--- config.mk ---
export PLATFORM = sky130hd
export DESIGN_NAME = bscan_chain
export DESIGN_NICKNAME = d
export VERILOG_FILES = /design/src/rtl/bscan_pkg.sv /design/src/rtl/bscan_cell.sv /design/src/rtl/bscan_pin_mux.sv /design/src/rtl/bscan_chain.sv
export SDC_FILE = /design/constraint.sdc
export NUM_CORES = 1
export LEC_CHECK = 0
export BUFFER_PORTS_ARGS = -buffer_cell sky130_fd_sc_hd__buf_2
export CORE_MARGIN = 1
export CORE_UTILIZATION = 38
export CTS_CLUSTER_DIAMETER = 60
export DETAILED_ROUTE_END_ITERATION = 12
export PLACE_DENSITY = 0.63
export SLEW_MARGIN = 0
export SYNTH_ARGS = -nofsm -noshare
export SYNTH_HDL_FRONTEND = slang
export SYNTH_SLANG_ARGS = --single-unit
--- constraint.sdc ---
create_clock -name clk -period 1.5 [get_ports clk]
set_input_delay 0.375 -clock clk [delete_from_list [all_inputs] [get_ports clk]]
set_output_delay 0.375 -clock clk [all_outputs]
set_load 0.05 [all_outputs]
--- src/rtl/bscan_pkg.sv ---
package bscan_pkg;

    typedef enum logic [1:0] {
        MODE_FUNC = 2'b00,
        MODE_EXT  = 2'b01,
        MODE_INT  = 2'b10,
        MODE_RSVD = 2'b11
    } bsc_mode_e;

    typedef struct packed {
        logic stage;
        logic hold;
    } bsc_cell_t;

endpackage

--- src/rtl/bscan_cell.sv ---
module bscan_cell
    import bscan_pkg::*;
(
    input  logic clk,
    input  logic rst_n,
    input  logic cap_en,
    input  logic shf_en,
    input  logic upd_en,
    input  logic par_in,
    input  logic ser_in,
    output logic stage_o,
    output logic hold_o
);

    bsc_cell_t st_d, st_q;

    always_comb begin
        st_d = st_q;
        // capture has priority over shift on the same edge
        if (cap_en) begin
            st_d.stage = par_in;
        end else if (shf_en) begin
            st_d.stage = ser_in;
        end
        // update copies the pre-edge shift value
        if (upd_en) begin
            st_d.hold = st_q.stage;
        end
    end

    always_ff @(posedge clk or negedge rst_n) begin
        if (!rst_n) begin
            st_q <= '0;
        end else begin
            st_q <= st_d;
        end
    end

    assign stage_o = st_q.stage;
    assign hold_o  = st_q.hold;

endmodule

--- src/rtl/bscan_pin_mux.sv ---
module bscan_pin_mux
    import bscan_pkg::*;
#(
    parameter bit DRIVES_PIN = 1'b0
) (
    input  logic [1:0] mode,
    input  logic       par_in,
    input  logic       hold,
    output logic       par_out
);

    logic take_hold;

    generate
        if (DRIVES_PIN) begin : g_out_kind
            always_comb take_hold = (mode == MODE_EXT);
        end else begin : g_in_kind
            always_comb take_hold = (mode == MODE_INT);
        end
    endgenerate

    always_comb begin
        par_out = take_hold ? hold : par_in;
    end

endmodule

--- src/rtl/bscan_chain.sv ---
module bscan_chain
    import bscan_pkg::*;
#(
    parameter int unsigned          CELLS     = 8,
    parameter logic [CELLS-1:0]     OUT_CELLS = {{(CELLS/2){1'b1}}, {(CELLS-CELLS/2){1'b0}}}
) (
    input  logic             clk,
    input  logic             rst_n,
    input  logic             cap_en,
    input  logic             shf_en,
    input  logic             upd_en,
    input  logic [1:0]       mode,
    input  logic             tdi,
    output logic             tdo,
    input  logic [CELLS-1:0] par_in,
    output logic [CELLS-1:0] par_out
);

    localparam int unsigned LAST = CELLS - 1;

    logic [CELLS-1:0] stage;
    logic [CELLS-1:0] hold;
    logic [CELLS-1:0] ser_link;

    // serial data enters the top cell and travels toward cell 0
    assign ser_link = {tdi, stage[LAST:1]};
    assign tdo      = stage[0];

    generate
        for (genvar g = 0; g < CELLS; g++) begin : g_cell
            bscan_cell u_cell (
                .clk     (clk),
                .rst_n   (rst_n),
                .cap_en  (cap_en),
                .shf_en  (shf_en),
                .upd_en  (upd_en),
                .par_in  (par_in[g]),
                .ser_in  (ser_link[g]),
                .stage_o (stage[g]),
                .hold_o  (hold[g])
            );

            bscan_pin_mux #(
                .DRIVES_PIN (OUT_CELLS[g])
            ) u_mux (
                .mode    (mode),
                .par_in  (par_in[g]),
                .hold    (hold[g]),
                .par_out (par_out[g])
            );
        end
    endgenerate

endmodule

==> out/summary.log <==
[run_status] result of the run complete, but fails checks
[run_status] violations in the final reports negative hold slack
[setup_path] CP Data Required Time 1.12 ns
[setup_path] type of the worst setup path primary input to output port
[global_routing] number of antenna violations at the first check in global routing 0
[place] DP Cell Count 109
[setup_path] worst path cell trace buf_8 -> nand2b_4 -> mux2_4 -> buf_8
[die] vertical die dimension 49.84 um
[global_routing] largest net degree at the start of global routing 17
[final_layout] synthesis-to-layout area growth 20.29%
[final_layout] net total in the final layout 104
[place] input/output buffers 24
[drt] starting DRC count in detailed routing 2
[pwr] P per Cell Area 1007 nW/um^2
[global_routing] vias in the first global route 573
[drt] met2 wire length 780 um
[global_routing] overall track demand over capacity in global routing 0.1354
[setup_path] Setup crit end kind output port
[final_layout] Filler Cell Count 187
[final_layout] post-layout instance count excluding filler cells 113
[setup_path] arrival time of the worst setup path 1.12 ns
[die] Initial Util 0.4217
[final_layout] area taken by flip-flops and latches 400.4 um^2
[drt] total wire length after detailed routing 1.484 mm
[yosys] Synth Cell Area 869.6 um^2
[clock_network] TritonCTS clock tree built
[timing] smallest hold slack -0.003687 ns
[yosys] Mapped Avg Cell Area 12.60 um^2
[flow_run] max cap viols 0
[clock_network] register clock-pin slew on the reported worst setup and hold paths 0.09 ns
[drt] number of antenna-violating nets in the routed design 0
[place] gp weighted congestion 0.6876
[setup_path] most prevalent standard cell on the critical path sky130_fd_sc_hd__buf_8
[clock_network] TritonCTS buffer count 3
[drt] average wire length per cell after detail routing 13.13 um
[die] Rows 16
[min_path] Hold WC Path Type primary input to asynchronous set/reset pin
[drt] via count 533
[global_routing] wire length of the first global-routing pass 2.470 mm
[timing] Worst Tran Pin Value 0.3573 ns
[die] IO Pins 25
[timing] relative max-transition margin 0.7618
[yosys] sequential area share after synthesis 0.4604
[drt] drt via density 4.717
[clock_network] clock latency on the worst-skew pair 0.27 ns
[drt] met3 wire len 52 um
[pwr] Leak Pwr 0.5299 nW
[final_layout] proportion of layout cells with a drive suffix above 1 0.5349
[die] core region area 2062 um^2
[final_layout] Non-Filler Cell Area, Final 1046 um^2
[setup_path] Critical Path Start Type primary input
[yosys] Warnings, synthesis 0
[timing] setup repair after global routing missed its margin yes
[final_layout] area of the multi-input gates 387.9 um^2
[clock_network] clock root buffer master sky130_fd_sc_hd__clkbuf_4
[timing] number of pins exceeding their max-slew limit in the final report 0
[setup_path] crit path max fanout 4
[global_routing] remaining global-route overflow 0
[yosys] post-synthesis net count 85
[clock_network] htree depth 1
[final_layout] Antenna Cells 0
[drt] number of iterations in the first detailed-routing pass 4
[yosys] post-synth cell types 10
[drt] total routed wire length on the met1 layer 636 um
[yosys] cells after synthesis 69
[setup_path] master of the slowest instance on the critical path sky130_fd_sc_hd__mux2_4
[drt] DRC errors left 0
[timing] number of hold-slack violations in the final timing report 9
[setup_path] maximum single-stage delay on the critical path 0.32 ns
[setup_path] critical path's top delay family multiplexers
[die] floorplan die area 2484 um^2
[place] post-place instance area 942.2 um^2
[timing] share of the cycle needed by the critical path after routing 0.9935
[place] post-placement worst setup slack -0.06829 ns
[yosys] number of synthesized register bits 16
[drt] top layer used by detailed routing met4
[timing] post-layout minimum cycle time 1.490 ns
[setup_path] worst path buffer plus inverter count 2
[timing] worst path setup slack after routing 0.009782 ns
[timing] Fin Clk Skew 0.002853 ns
[die] width of the die 49.84 um
[clock_network] number of clock sinks seen by CTS 16
[clock_network] Max Buffers Root-to-Sink 2
[timing] number of endpoints failing setup at the final stage 0
[pwr] Max VDD drop 0.4411 mV
[timing] top achievable clock speed 0.6710 GHz
path summary, 6_finish.rpt:
kind,from,slack (ns),depth (start not counted),end
worst max-delay path,mode[1],0.01,4,par_out[4]
worst min-delay path,rst_n,-0.004,1,g_cell[4].u_cell.stage_o
worst max register to register,g_cell[4].u_cell.hold_o,0.64,2,g_cell[4].u_cell.hold_o
worst min register to register,g_cell[5].u_cell.hold_o,0.51,1,g_cell[5].u_cell.hold_o
max in group asynchronous,rst_n,1.24,1,g_cell[6].u_cell.stage_o
min in group clk,par_in[7],0.32,3,g_cell[7].u_cell.stage_o
through the flow:
stage | TNS, ns | total power, mW | util
after global routing | -0.02538 | 1.107 | 0.5073
after detailed placement | -0.4747 | 0.8039 | 0.4569
after floorplan | 0 | 0.7583 | -
after CTS | 0 | 1.061 | 0.5018
after global placement | -0.4265 | 0.7968 | 0.4569
final | 0 | 1.054 | 0.5073
worst register-to-register path, delay by kind of cell (launching register included):
| kind | cells | cell delay [ns] |
|---|---|---|
| flops | 1 | 0.38 |
| mux | 1 | 0.25 |
| buf+inv | 1 | 0.13 |
cell type report:
class / instances / area share
clock buffers: 3 / 0.02153
multi-input cells: 42 / 0.3708
well taps: 27 / 0.03230
flip-flops and latches: 16 / 0.3828
repair buffers: 25 / 0.1926
state kept, by name (all words and copies together) (netlist names):
register               cells
g_cell.u_cell.hold_o       8
g_cell.u_cell.stage_o      8
per-layer routing:
| metal | GRT usage | vias up |
|---|---|---|
| met5 | 0 | - |
| met4 | 0.07143 | 0 |
| met3 | 0.02160 | 2 |
| met2 | 0.2387 | 12 |
| met1 | 0.1550 | 253 |
| li1 | - | 266 |
logic make-up (layout without fill, tap and decap cells):
group,Yosys count,after routing,share of synthesized area
multiplexers,24,24,0.3338
buffers and inverters,11,28,0.09353
AO/OA/AOI/OAI,8,8,0.04605
AND/OR/NAND/NOR,10,10,0.06619
flip-flops,16,16,0.4604
cells in the mapped netlist:
| cell type | count | area share |
|---|---|---|
| sky130_fd_sc_hd__dfrtp_1 | 16 | 0.46 |
| sky130_fd_sc_hd__buf_4 | 8 | 0.069 |
| sky130_fd_sc_hd__mux2_2 | 8 | 0.10 |
| sky130_fd_sc_hd__mux2_4 | 8 | 0.14 |
| sky130_fd_sc_hd__mux2i_1 | 8 | 0.092 |
| sky130_fd_sc_hd__nand2_1 | 8 | 0.035 |
| sky130_fd_sc_hd__o21ai_0 | 8 | 0.046 |
| sky130_fd_sc_hd__buf_2 | 2 | 0.012 |
| sky130_fd_sc_hd__nand2b_4 | 2 | 0.032 |
| sky130_fd_sc_hd__buf_6 | 1 | 0.013 |
cells in the final DEF (no fill, tap or decap), drive strengths merged:
| cell type | instances |
|---|---|
| mux2i | 8 |
| mux2 | 16 |
| o21ai | 8 |
| nand2 | 8 |
| buf | 25 |
| dfrtp | 16 |
| nand2b | 2 |
| clkbuf | 3 |
report_power, final:
group / internal [mW] / leakage [nW] / switching (mW)
combinational: 0.153 / 0.322 / 0.168
sequential: 0.485 / 0.195 / 0.0318
clock: 0.0929 / 0.0138 / 0.122
total: 0.731 / 0.530 / 0.322
what timing repair did:
item,in CTS,in global routing
gates cloned,0,0
setup endpoints to repair,8,4
resized for setup,22,1
hold buffers,0,0
buffers inserted,0,1
hold endpoints to repair,0,0
pin swaps,0,0
Power figures use the tool's default switching activity.
